--- config.mk ---
export PLATFORM = sky130hd
export DESIGN_NAME = pin_mux_ctrl
export DESIGN_NICKNAME = d
export VERILOG_FILES = /design/src/rtl/pinmux_pkg.sv /design/src/rtl/pinmux_regs.sv /design/src/rtl/pinmux_sync.sv /design/src/rtl/pinmux_route.sv /design/src/rtl/pin_mux_ctrl.sv
export SDC_FILE = /design/constraint.sdc
export NUM_CORES = 1
export LEC_CHECK = 0
export ABC_AREA = 1
export BUFFER_PORTS_ARGS = -buffer_cell sky130_fd_sc_hd__buf_2
export CAP_MARGIN = 20
export CORE_MARGIN = 1
export CORE_UTILIZATION = 35
export CTS_CLUSTER_DIAMETER = 80
export DETAILED_ROUTE_END_ITERATION = 8
export PLACE_DENSITY_LB_ADDON = 0.3
export SLEW_MARGIN = 20
export SYNTH_ARGS = -nofsm -noshare
export SYNTH_HDL_FRONTEND = slang
export SYNTH_SLANG_ARGS = --single-unit
--- constraint.sdc ---
create_clock -name clk -period 1.1 [get_ports clk]
set_input_delay 0.11 -clock clk [delete_from_list [all_inputs] [get_ports clk]]
set_output_delay 0.11 -clock clk [all_outputs]
set_load 0.01 [all_outputs]
--- src/rtl/pinmux_pkg.sv ---
package pinmux_pkg;
    localparam int ADDR_W = 3;
    localparam int NPERIPH = 4;
    localparam int NREG = 6;

    localparam logic [ADDR_W-1:0] A_OWN   = 3'd0;
    localparam logic [ADDR_W-1:0] A_SELLO = 3'd1;
    localparam logic [ADDR_W-1:0] A_SELHI = 3'd2;
    localparam logic [ADDR_W-1:0] A_DEN   = 3'd3;
    localparam logic [ADDR_W-1:0] A_DVAL  = 3'd4;
    localparam logic [ADDR_W-1:0] A_PULL  = 3'd5;
    localparam logic [ADDR_W-1:0] A_LVL   = 3'd6;

    typedef enum logic [1:0] {
        OP_WRITE = 2'b00,
        OP_SET   = 2'b01,
        OP_CLEAR = 2'b10,
        OP_NONE  = 2'b11
    } wr_op_e;

    typedef enum logic [2:0] {
        PERIPH_A = 3'd0,
        PERIPH_B = 3'd1,
        PERIPH_C = 3'd2,
        PERIPH_D = 3'd3,
        GPIO     = 3'd4
    } pin_mode_e;
endpackage

--- src/rtl/pinmux_regs.sv ---
module pinmux_regs
    import pinmux_pkg::*;
#(
    parameter int NPINS = 8
) (
    input  logic                 clk,
    input  logic                 rst_n,
    input  logic                 wr_en,
    input  logic [1:0]           wr_op,
    input  logic [ADDR_W-1:0]    wr_addr,
    input  logic [NPINS-1:0]     wr_data,
    output logic [NPINS-1:0]     own_q,
    output logic [NPINS-1:0]     sel_lo_q,
    output logic [NPINS-1:0]     sel_hi_q,
    output logic [NPINS-1:0]     drv_en_q,
    output logic [NPINS-1:0]     drv_val_q,
    output logic [NPINS-1:0]     pull_q
);
    logic [NPINS-1:0] bank [NREG];

    function automatic logic [NPINS-1:0] merge(input wr_op_e op,
                                               input logic [NPINS-1:0] old,
                                               input logic [NPINS-1:0] d);
        logic [NPINS-1:0] res;
        unique case (op)
            OP_WRITE: res = d;
            OP_SET:   res = old | d;
            OP_CLEAR: res = old & ~d;
            OP_NONE:  res = old;
            default:  res = old;
        endcase
        return res;
    endfunction

    for (genvar r = 0; r < NREG; r++) begin : g_reg
        localparam logic [NPINS-1:0] RST_VAL = (r == int'(A_OWN)) ? '1 : '0;
        logic [NPINS-1:0] q;
        always_ff @(posedge clk or negedge rst_n) begin
            if (!rst_n) begin
                q <= RST_VAL;
            end else if (wr_en && wr_addr == ADDR_W'(r)) begin
                q <= merge(wr_op_e'(wr_op), q, wr_data);
            end
        end
        assign bank[r] = q;
    end

    assign own_q     = bank[A_OWN];
    assign sel_lo_q  = bank[A_SELLO];
    assign sel_hi_q  = bank[A_SELHI];
    assign drv_en_q  = bank[A_DEN];
    assign drv_val_q = bank[A_DVAL];
    assign pull_q    = bank[A_PULL];
endmodule

--- src/rtl/pinmux_sync.sv ---
module pinmux_sync #(
    parameter int NPINS = 8,
    parameter int STAGES = 2
) (
    input  logic             clk,
    input  logic             rst_n,
    input  logic [NPINS-1:0] d,
    output logic [NPINS-1:0] q
);
    logic [NPINS-1:0] chain [STAGES];

    always_ff @(posedge clk or negedge rst_n) begin
        if (!rst_n) begin
            for (int s = 0; s < STAGES; s++) chain[s] <= '0;
        end else begin
            chain[0] <= d;
            for (int s = 1; s < STAGES; s++) chain[s] <= chain[s-1];
        end
    end

    assign q = chain[STAGES-1];
endmodule

--- src/rtl/pinmux_route.sv ---
module pinmux_route
    import pinmux_pkg::*;
#(
    parameter int NPINS = 8
) (
    input  logic [NPINS-1:0]         own_q,
    input  logic [NPINS-1:0]         sel_lo_q,
    input  logic [NPINS-1:0]         sel_hi_q,
    input  logic [NPINS-1:0]         drv_en_q,
    input  logic [NPINS-1:0]         drv_val_q,
    input  logic [NPERIPH*NPINS-1:0] per_do,
    input  logic [NPERIPH*NPINS-1:0] per_oe,
    output logic [NPINS-1:0]         pad_out,
    output logic [NPINS-1:0]         pad_oe
);
    for (genvar i = 0; i < NPINS; i++) begin : g_pin
        pin_mode_e mode;

        always_comb begin
            if (own_q[i]) mode = GPIO;
            else          mode = pin_mode_e'({1'b0, sel_hi_q[i], sel_lo_q[i]});
        end

        always_comb begin
            unique case (mode)
                GPIO: begin
                    pad_out[i] = drv_val_q[i];
                    pad_oe[i]  = drv_en_q[i];
                end
                PERIPH_A: begin
                    pad_out[i] = per_do[0*NPINS+i];
                    pad_oe[i]  = per_oe[0*NPINS+i];
                end
                PERIPH_B: begin
                    pad_out[i] = per_do[1*NPINS+i];
                    pad_oe[i]  = per_oe[1*NPINS+i];
                end
                PERIPH_C: begin
                    pad_out[i] = per_do[2*NPINS+i];
                    pad_oe[i]  = per_oe[2*NPINS+i];
                end
                PERIPH_D: begin
                    pad_out[i] = per_do[3*NPINS+i];
                    pad_oe[i]  = per_oe[3*NPINS+i];
                end
                default: begin
                    pad_out[i] = 1'b0;
                    pad_oe[i]  = 1'b0;
                end
            endcase
        end
    end
endmodule

--- src/rtl/pin_mux_ctrl.sv ---
module pin_mux_ctrl
    import pinmux_pkg::*;
#(
    parameter int NPINS = 8
) (
    input  logic                     clk,
    input  logic                     rst_n,
    input  logic                     wr_en,
    input  logic [1:0]               wr_op,
    input  logic [2:0]               wr_addr,
    input  logic [NPINS-1:0]         wr_data,
    input  logic [2:0]               rd_addr,
    output logic [NPINS-1:0]         rd_data,
    input  logic [4*NPINS-1:0]       per_do,
    input  logic [4*NPINS-1:0]       per_oe,
    output logic [4*NPINS-1:0]       per_di,
    input  logic [NPINS-1:0]         pad_in,
    output logic [NPINS-1:0]         pad_out,
    output logic [NPINS-1:0]         pad_oe,
    output logic [NPINS-1:0]         pad_pu
);
    logic [NPINS-1:0] own_q, sel_lo_q, sel_hi_q, drv_en_q, drv_val_q, pull_q;
    logic [NPINS-1:0] lvl_q;

    pinmux_regs #(.NPINS(NPINS)) u_regs (
        .clk      (clk),
        .rst_n    (rst_n),
        .wr_en    (wr_en),
        .wr_op    (wr_op),
        .wr_addr  (wr_addr),
        .wr_data  (wr_data),
        .own_q    (own_q),
        .sel_lo_q (sel_lo_q),
        .sel_hi_q (sel_hi_q),
        .drv_en_q (drv_en_q),
        .drv_val_q(drv_val_q),
        .pull_q   (pull_q)
    );

    pinmux_sync #(.NPINS(NPINS), .STAGES(2)) u_sync (
        .clk  (clk),
        .rst_n(rst_n),
        .d    (pad_in),
        .q    (lvl_q)
    );

    pinmux_route #(.NPINS(NPINS)) u_route (
        .own_q    (own_q),
        .sel_lo_q (sel_lo_q),
        .sel_hi_q (sel_hi_q),
        .drv_en_q (drv_en_q),
        .drv_val_q(drv_val_q),
        .per_do   (per_do),
        .per_oe   (per_oe),
        .pad_out  (pad_out),
        .pad_oe   (pad_oe)
    );

    for (genvar p = 0; p < NPERIPH; p++) begin : g_fan
        assign per_di[p*NPINS +: NPINS] = pad_in;
    end

    assign pad_pu = pull_q;

    always_comb begin
        unique case (rd_addr)
            A_OWN:   rd_data = own_q;
            A_SELLO: rd_data = sel_lo_q;
            A_SELHI: rd_data = sel_hi_q;
            A_DEN:   rd_data = drv_en_q;
            A_DVAL:  rd_data = drv_val_q;
            A_PULL:  rd_data = pull_q;
            A_LVL:   rd_data = lvl_q;
            default: rd_data = '0;
        endcase
    end
endmodule

Word level (Yosys, flattened, before mapping)

Index checks and enable logic that the tools add are counted.
W data, S select, Z words.

Output and inout bits: 64
Flip-flop bits (word level): 64

Equality and inequality tests: 46
Bitwise operators: 14
Reductions and logical operators: 23
Mux-type cells: 31

Operator list:

| cell                 | number |
|---|---|
| $pmux W8 S3          | 6 |
| $pmux W1 S5          | 16 |
| $eq A3 B2 Y1 const B | 20 |
| $pmux W8 S7          | 1 |
| $and A8 B8 Y8        | 6 |
| $or A8 B8 Y8         | 6 |
| $eq A3 B3 Y1 const B | 13 |
| $eq A3 B1 Y1 const B | 10 |
| $logic_not A3 Y1     | 10 |
| $mux W3              | 8 |
| $reduce_and A2 Y1    | 6 |
| $not A8 Y8           | 1 |
| $logic_and A1 B1 Y1  | 6 |
| $eq A2 B2 Y1 const B | 2 |
| $eq A2 B1 Y1 const B | 1 |
| $logic_not A2 Y1     | 1 |
| $not A1 Y1           | 1 |

Longest topological paths before layout

Gate-level depths: netlist of run 1.

Depth after elaboration: 3
Gate-level depth with buffers: 9

Hierarchy

Synthesis of run 1 repeated with hierarchy kept, for this count alone.

Cells, all modules: 788
Area total of the unflattened synthesis: 4,898.4 um2

By module, submodules not included:

| module       | area an instance (um2) | instances | sequential area each (um2) | cells an instance |
|---|---|---|---|---|
| pinmux_regs  | 2,626.3                | 1         | 1,211.2                    | 385 |
| pinmux_route | 932.1                  | 1         | 0.0                        | 217 |
| pin_mux_ctrl | 879.6                  | 1         | 0.0                        | 162 |
| pinmux_sync  | 460.4                  | 1         | 400.4                      | 24 |

Worst setup path after synthesis of run 1

No wires, ideal clock.

Kind: input-to-reg
Start point: in wr_op[0]
End point: reg u_regs.g_reg[2].q[7], in the netlist u_regs.sel_hi_q[7]
Stages on the path: 8
Setup slack: -22 ps
Data arrival time: 1,005 ps
Cells stage by stage: inv_1 > ha_1 > buf_4 > buf_4 > nand2_1 > nand2_1 > nand2_1 > nand2_1

Cells in the longest elaborated chain, start to end: 3
Elaborated cells on any way between the ends: 7
Those cells by class: eq/ne (3); mux (1); bitwise (1); reduce/logical (2)

Ends and longest elaborated chain:

| what                                                | RTL line          | text |
|---|---|---|
| start, declared                                     | pin_mux_ctrl.sv:9 | `input logic [1:0] wr_op,` |
| branches (longest 3 deep; another with $pmux W8 S3) | n/a               |  |
| end signal, assigned                                | pinmux_regs.sv:42 | `q <= merge(wr_op_e'(wr_op), q, wr_data);` |
| end, declared                                       | pinmux_regs.sv:37 | `logic [NPINS-1:0] q;` |

Several ways; the timed one is not identified.
A chain may end at the register's enable or synchronous reset.

Final worst setup path of run 1

Start point: reg u_regs.g_reg[0].q[6], in the netlist u_regs.own_q[6]
End point: out pad_out[6]

Cells in the longest elaborated chain, start to end: 3
Elaborated cells on any way between the ends: 7
Those cells by class: eq/ne (4); mux (2); reduce/logical (1)

Ends and longest elaborated chain:

| what                                 | RTL line           | text |
|---|---|---|
| start, declared                      | pinmux_regs.sv:37  |  |
| start signal, assigned               | pinmux_regs.sv:42  |  |
| $mux W3 *                            | pinmux_route.sv:20 | `if (own_q[i]) mode = GPIO;` |
| $eq A3 B2 Y1 (tied with other cells) | pinmux_route.sv:25 | `unique case (mode)` |
| $pmux W1 S5 *                        | pinmux_route.sv:25 |  |
| end, declared                        | pin_mux_ctrl.sv:18 | `output logic [NPINS-1:0] pad_out,` |

Every way passes the cells marked *; elsewhere a longest branch is shown, timed or not.

==> qor_table.md, run 1 <==
| Result | Value | Unit |
| --- | --- | --- |
| Violation count after the first detailed-route iteration | 317 | - |
| Biggest area consumer among synthesized cells | dfrtp_1 | - |
| IO Pins | 155 | - |
| Max Fclk | 0.638 | GHz |
| Critical register-to-register path startpoint | u_regs.own_q[3] | - |
| Initial antenna violation count | 1 | - |
| Maximum number of buffers from clock root to sink | 2 | - |
| Portion of synthesized cell area occupied by the leading cell type | 0.290 | - |
| Final global-route overflow total | 0 | - |
| Top cell family by delay on the critical path | flip-flops | - |
| Syn_nets | 871 | - |
| Final HPWL DP | 10500 | um |
| Run status | complete, but fails checks | - |
| Number of buffers inserted during clock tree synthesis | 9 | - |
| Drt total wl | 15300 | um |
| Combined buffer and inverter count along the critical path | 1 | - |
| Critical path launch point type | flip-flop | - |
| Layer with the highest usage after global routing | met2 | - |
| Fraction of final layout cells with drive strength greater than 1 | 0.357 | - |
| Detail Route Antenna Nets | 0 | - |
| WP data required | 0.99 | ns |
| Count of synthesis-stage warnings from yosys | 0 | - |
| Worst min-delay path category | in -> reg | - |
| Fraction of the cycle the final worst path needs | 1.43 | - |
| Crit path max fanout | 6 | - |
| Transition time at the pin with the least slew margin | 0.379 | ns |
| Area enclosed by the die boundary | 0.0143 | mm2 |
| Worst path cell trace | nor2_4, and3_4, nor2_2, nand2_1, buf_2 | - |
| Leakage dissipation | 3.80 | nW |
| Violations in the final reports | negative setup slack | - |
| Critical path start-end classification | reg -> out | - |
| TritonCTS sink count | 64 | - |
| Row Count | 42 | - |
| Slew margin rel. | 0.747 | - |
| Length in cells of the worst reg-to-reg path | 8 | - |
| Tot GR Track Use | 0.216 | - |
| Capturing instance or port of the critical path | pad_out[6] | - |
| Most area-consuming cells after synthesis | dfrtp_1, nand2_1, nand3_1 | - |
| Die X | 119 | um |
| Minimum clock period after layout | 1.57 | ns |
| Ant. Diodes | 0 | - |
| Chip height | 119 | um |
| Worst vdd ir | 0.692 | mV |
| Placeable core region | 0.0133 | mm2 |
| Count of port buffers added during placement | 154 | - |
| Register bit total from synthesis | 64 | - |
| DRT Pass-1 Iters | 5 | - |
| Synth cell count leaders | nand2_1, nor2_1, nand3_1, inv_1, dfrtp_1 | - |
| Clock latency reported for the late side of the worst-skew pair | 0.33 | ns |
| CTS H-tree lvls | 3 | - |
| Post-Route Hold Slack | 0.173 | ns |
| Global routing met1 resource utilization | 0.289 | - |
| Sequential fraction of the synthesis area | 0.334 | - |
| Cell area after synthesis | 0.00483 | mm2 |
| Critical register-to-register path endpoint | u_regs.own_q[3] | - |
| Post-Synthesis Cells | 777 | - |
| Routability congestion estimate from global placement | 0.828 | - |
| Power consumption | 9.95 | mW |
| Via count | 5509 | - |
| Number of distinct standard cells referenced by the synthesized netlist | 23 | - |
| Worst Setup End Kind | output pin | - |
| Clk Tree Root Cell | clkbuf_16 | - |
| Cell type of the slowest stage on the worst timing path | dfstp_2 | - |
| Unrepaired setup endpoints after global routing | yes | - |
| Crit path depth | 5 | - |
| GR met3 Demand/Resource | 0.0383 | - |
| Library cell with the highest instance count after synthesis | nand2_1 | - |
| Setup skew after layout | 0.000519 | ns |
| Number of slew-limit violations in the final report | 0 | - |
| Area growth, synth to finish | 42.0 | % |
| DR WL/cell | 13.3 | um |
| Share of async-settable or async-resettable flops after synthesis | 1.00 | - |
| Count of flip-flops with a built-in enable after synthesis | 0 | - |
| Largest net degree at the start of global routing | 65 | - |
| Count of unresolved DRC violations after routing | 0 | - |
| TritonCTS clock tree | built | - |
| Clock Pin Slew Worst Setup and Hold Paths | 0.05 | ns |
| Fin worst setup slack | -0.468 | ns |
| Global-route wire length before repair | 24200 | um |
| GR met2 Demand/Resource | 0.361 | - |
| Vias in the first global route | 4918 | - |
| Data arrival time of the critical path | 1.46 | ns |
| Reg2reg setup slack | -0.14 | ns |
| Final Hold Violating Endpoints | 0 | - |
| Fillcell total | 1356 | - |
| Timing startpoint of the critical path | u_regs.own_q[6] | - |
| Slowest cell delay on critical path | 0.65 | ns |
| Starting utilization of the core area | 0.362 | - |
| Syn avg cell area | 6.22 | um2 |
| Pwr Density | 1450 | mW/mm2 |
| Final setup violating endpoints | 31 | - |
| Top flip-flop cell by instance count after synthesis | dfrtp_1 | - |
| DR vias/cell | 4.81 | - |
| Total number of nets in the final design | 1058 | - |
| Max-cap check violation count | 0 | - |
worst min-delay path, cell delays in order:
cell and delay (ns):
buf_2 0.14, nand2_2 0.09, nand2_1 0.06, nand2_1 0.05
nand2_1 0.04
worst min-delay path by stage:
stage                               endpoint  startpoint  depth (start not counted)
after floorplan           u_regs.drv_en_q[0]       rst_n                          0
after global placement       u_sync.chain[8]       rst_n                          2
after detailed placement     u_sync.chain[8]       rst_n                          2
after CTS                    u_regs.own_q[3]  wr_data[3]                          5
after global routing      u_regs.drv_en_q[7]       wr_en                          4
final                        u_regs.own_q[6]  wr_data[6]                          5
state kept, by name, indices dropped and copies added (netlist names):
name and count:
u_sync.q 8, u_regs.pull_q 8, u_regs.own_q 8, u_regs.drv_en_q 8
u_sync.chain 8, u_regs.sel_lo_q 8, u_regs.drv_val_q 8, u_regs.sel_hi_q 8
cell usage in the layout, fill, tap and decap left out, types with 2 or more instances in the layout:
cell type,netlist,layout
dfrtp_2,0,6
buf_6,6,28
nor2_4,5,17
nand3_2,2,25
buf_4,35,34
buf_12,0,10
nand3_1,92,69
nor2_1,108,73
nor2_2,1,24
dfstp_2,8,8
buf_2,10,149
inv_2,10,12
o21ai_0,2,2
dfrtp_1,56,50
inv_1,59,57
nand2_1,333,324
nand2_2,3,12
clkbuf_16,0,9
nor2_8,3,3
and3_1,3,2
nand4_1,32,32
ha_1,3,2
dlygate4sd3_1,0,9
inv_4,2,2
clkbuf_1,2,3
cells by family (layout without fill, tap and decap cells):
kind of cell | Yosys count | in the layout | synth area share
AOI/OAI and AO/OA | 2 | 2 | 0.00207
adders and majority gates | 3 | 3 | 0.00777
buffers and inverters | 125 | 317 | 0.138
DFF | 64 | 64 | 0.334
and+or+nand+nor | 583 | 583 | 0.519
routing by layer:
| metal | wire length, um | vias to the layer above |
|---|---|---|
| met3 | 934 | 15 |
| met5 | 13 | - |
| li1 | - | 2776 |
| met4 | 148 | 2 |
| met1 | 6820 | 2514 |
| met2 | 7350 | 202 |
per-stage QoR:
step / TNS [ns] / area, um2 / worst slack, ns / instances / utilization
2_1_floorplan: -0.106 / 4840 / -0.00726 / 777 / -
3_5_place_dp: -12.49 / 5980 / -0.265 / 1109 / 0.448
3_3_place_gp: -11.51 / 5980 / -0.248 / 1109 / 0.448
6_report: -9.84 / 6860 / -0.468 / 1145 / 0.514
4_1_cts: -9.16 / 6530 / -0.424 / 1142 / 0.489
5_1_grt: -12.12 / 6860 / -0.504 / 1145 / 0.514
what timing repair did:
item                       4_1_cts  5_1_grt
setup endpoints to repair       25       50
resized for setup               32       82
hold endpoints to repair        64        0
pin swaps                       20       42
hold buffers                     9        0
buffers inserted                 8        8
where the power goes:
part	internal, mW	switching (mW)	total (mW)	leakage (nW)
clock network	1.81	1.04	2.86	0.140
registers	2.81	0.529	3.34	0.781
logic	1.74	2.01	3.75	2.88
total	6.37	3.58	9.95	3.80
final cells by class:
type / instances / area (um2) / share of cell area
clock inverters: 3 / 42.5 / 0.00620
clock buffers: 13 / 250 / 0.0365
repair buffers: 230 / 1610 / 0.234
multi-input cells: 588 / 2850 / 0.415
flip-flops and latches: 64 / 1620 / 0.236
inverters: 71 / 272 / 0.0396
well taps: 176 / 220 / 0.0321
Note: power is estimated with default switching activity, not from simulation.
==> run 2: changes to the inputs <==
--- a/config.mk
+++ b/config.mk
@@ -9,7 +9,7 @@
 export BUFFER_PORTS_ARGS = -buffer_cell sky130_fd_sc_hd__buf_2
 export CAP_MARGIN = 20
 export CORE_MARGIN = 1
-export CORE_UTILIZATION = 35
+export CORE_UTILIZATION = 48
 export CTS_CLUSTER_DIAMETER = 80
 export DETAILED_ROUTE_END_ITERATION = 8
 export PLACE_DENSITY_LB_ADDON = 0.3
==> qor_table.md, run 2 (synthesized netlist as in run 1, its figures left out) <==
| Result | Value | Unit |
| --- | --- | --- |
| Run status | complete, but fails checks | - |
| Violations in the final reports | negative setup slack | - |
| Critical path launch point type | flip-flop | - |
| CTS H-tree lvls | 3 | - |
| Clock network fraction of total power | 0.213 | - |
| Fraction of final layout cells with drive strength greater than 1 | 0.352 | - |
| TritonCTS sink count | 64 | - |
| DR vias/cell | 5.09 | - |
| Transition time at the pin with the least slew margin | 0.355 | ns |
| Cell type of the slowest stage on the worst timing path | dfstp_2 | - |
| Setup skew after layout | 0.00278 | ns |
| Row Count | 36 | - |
| Routability congestion estimate from global placement | 0.879 | - |
| Count of port buffers added during placement | 154 | - |
| TritonCTS clock tree | built | - |
| Vias in the first global route | 4821 | - |
| Drt total wl | 14900 | um |
| Crit path max fanout | 5 | - |
| Largest net degree at the start of global routing | 65 | - |
| Final Instance Area | 0.00663 | mm2 |
| DRT Pass-1 Iters | 5 | - |
| Critical path start-end classification | reg -> out | - |
| Worst path cell trace | buf_6, nand3_2, nand2_1, nor2_1, nand2_1, buf_2 | - |
| Total cell area at the placement stage | 0.00589 | mm2 |
| Leakage dissipation | 3.77 | nW |
| Unrepaired setup endpoints after global routing | yes | - |
| Ant. Diodes | 0 | - |
| Area enclosed by the die boundary | 0.0105 | mm2 |
| Minimum clock period after layout | 1.60 | ns |
| Number of slew-limit violations in the final report | 0 | - |
| Final global-route overflow total | 0 | - |
| Psw | 3.52 | mW |
| Fraction of the cycle the final worst path needs | 1.45 | - |
| Max Fclk | 0.627 | GHz |
| Final setup violating endpoints | 31 | - |
| Number of buffers inserted during clock tree synthesis | 9 | - |
| Fin worst setup slack | -0.496 | ns |
| Global-route wire length before repair | 22500 | um |
| Starting utilization of the core area | 0.494 | - |
| Post-Route Hold Slack | 0.150 | ns |
| Final Hold Violating Endpoints | 0 | - |
| Pwr Density | 1360 | mW/mm2 |
| Initial antenna violation count | 0 | - |
| IO Pins | 155 | - |
| Area growth, synth to finish | 37.3 | % |
| Via count | 5613 | - |
| Maximum number of buffers from clock root to sink | 2 | - |
| Chip height | 102 | um |
| DR WL/cell | 13.5 | um |
| Slew margin rel. | 0.763 | - |
| Clock Pin Slew Worst Setup and Hold Paths | 0.08 | ns |
| Max-cap check violation count | 0 | - |
| Clk Tree Root Cell | clkbuf_8 | - |
| Slowest cell delay on critical path | 0.64 | ns |
| Final HPWL DP | 10100 | um |
| Data arrival time of the critical path | 1.49 | ns |
| Detail Route Antenna Nets | 0 | - |
| Clock latency reported for the late side of the worst-skew pair | 0.34 | ns |
| Tot GR Track Use | 0.283 | - |
| Worst vdd ir | 0.702 | mV |
| Worst min-delay path category | in -> reg | - |
| Net switching fraction of the power | 0.390 | - |
| Placeable core region | 0.00977 | mm2 |
| Cell repeated most along the worst path | nand2_1 | - |
| Top library cells by usage in the layout, fill and taps aside | nand2_1, buf_2, nor2_1 | - |
| Internal Power | 5.50 | mW |
| Die X | 102 | um |
| WP data required | 0.99 | ns |
| Commonest non-fill, non-tap cell in the layout | nand2_1 | - |
| Violation count after the first detailed-route iteration | 358 | - |
| Total number of nets in the final design | 1059 | - |
| Reg2reg setup slack | -0.15 | ns |
| Combinational group share of total power | 0.422 | - |
| Count of unresolved DRC violations after routing | 0 | - |
| Worst slack after detailed placement | -0.219 | ns |
| Sequential Power Share | 0.365 | - |
| Worst Setup End Kind | output pin | - |
| Utilization of the core after routing | 0.678 | - |
| Setup tns final | -10.73 | ns |
[run 2: power by group through the flow]
| stage | Clock [mW] | Sequential (mW) | Combinational, mW |
|---|---|---|---|
| floorplan | 0 | 3.19 | 1.85 |
| global placement | 0 | 3.24 | 3.09 |
| detailed placement | 0 | 3.25 | 3.13 |
| CTS | 1.94 | 3.23 | 3.39 |
| global route | 2.05 | 3.34 | 4.23 |
| finish | 1.92 | 3.29 | 3.81 |
[run 2: metal layers]
layer / global-route usage / up-vias / part of all wire
li1: - / 2761 / -
met1: 0.381 / 2530 / 0.42
met2: 0.455 / 285 / 0.47
met3: 0.0424 / 37 / 0.083
met4: 0.121 / 0 / 0.027
met5: 0 / - / 0
[run 2: area by class of cell]
| cell class | instances | area, um2 |
|---|---|---|
| inverters | 71 | 272 |
| clock buffers | 12 | 155 |
| flip-flops and latches | 64 | 1620 |
| clock inverters | 4 | 28.8 |
| repair buffers | 231 | 1590 |
| well taps | 133 | 166 |
| multi-input cells | 588 | 2810 |
| fillers | 925 | 3140 |
[run 2: worst max-delay path, delay by kind of cell, from the launching register on]
family	cells	cell delay, ns
buffers and inverters	2	0.28
flip-flops	1	0.64
AND/OR/NAND/NOR	4	0.22
[run 2: per-stage QoR]
stage | power, mW | std cells
finish | 9.02 | 1103
global route | 9.62 | 1103
CTS | 8.56 | 1098
detailed placement | 6.38 | 1066
global placement | 6.33 | 1066
floorplan | 5.05 | 777
[run 2: timing repair]
item                                    in CTS  in global routing
setup buffers                                8                  6
pin swaps                                   16                 27
cloned                                       0                  0
endpoints found under the setup margin      28                 42
hold buffers                                 9                  0
endpoints found under the hold margin       64                  0
resized for setup                           31                 71
[run 2: final timing paths]
check | start | to | cells after the start
min in group asynchronous | rst_n | u_regs.sel_lo_q[4] | 3
setup reg to reg | u_regs.own_q[2] | u_regs.own_q[2] | 8
setup / recovery | u_regs.own_q[1] | rd_data[1] | 6
hold reg to reg | u_sync.chain[11] | u_sync.q[3] | 0
max in group asynchronous | rst_n | u_regs.own_q[7] | 3
hold / removal | wr_data[4] | u_regs.own_q[4] | 5
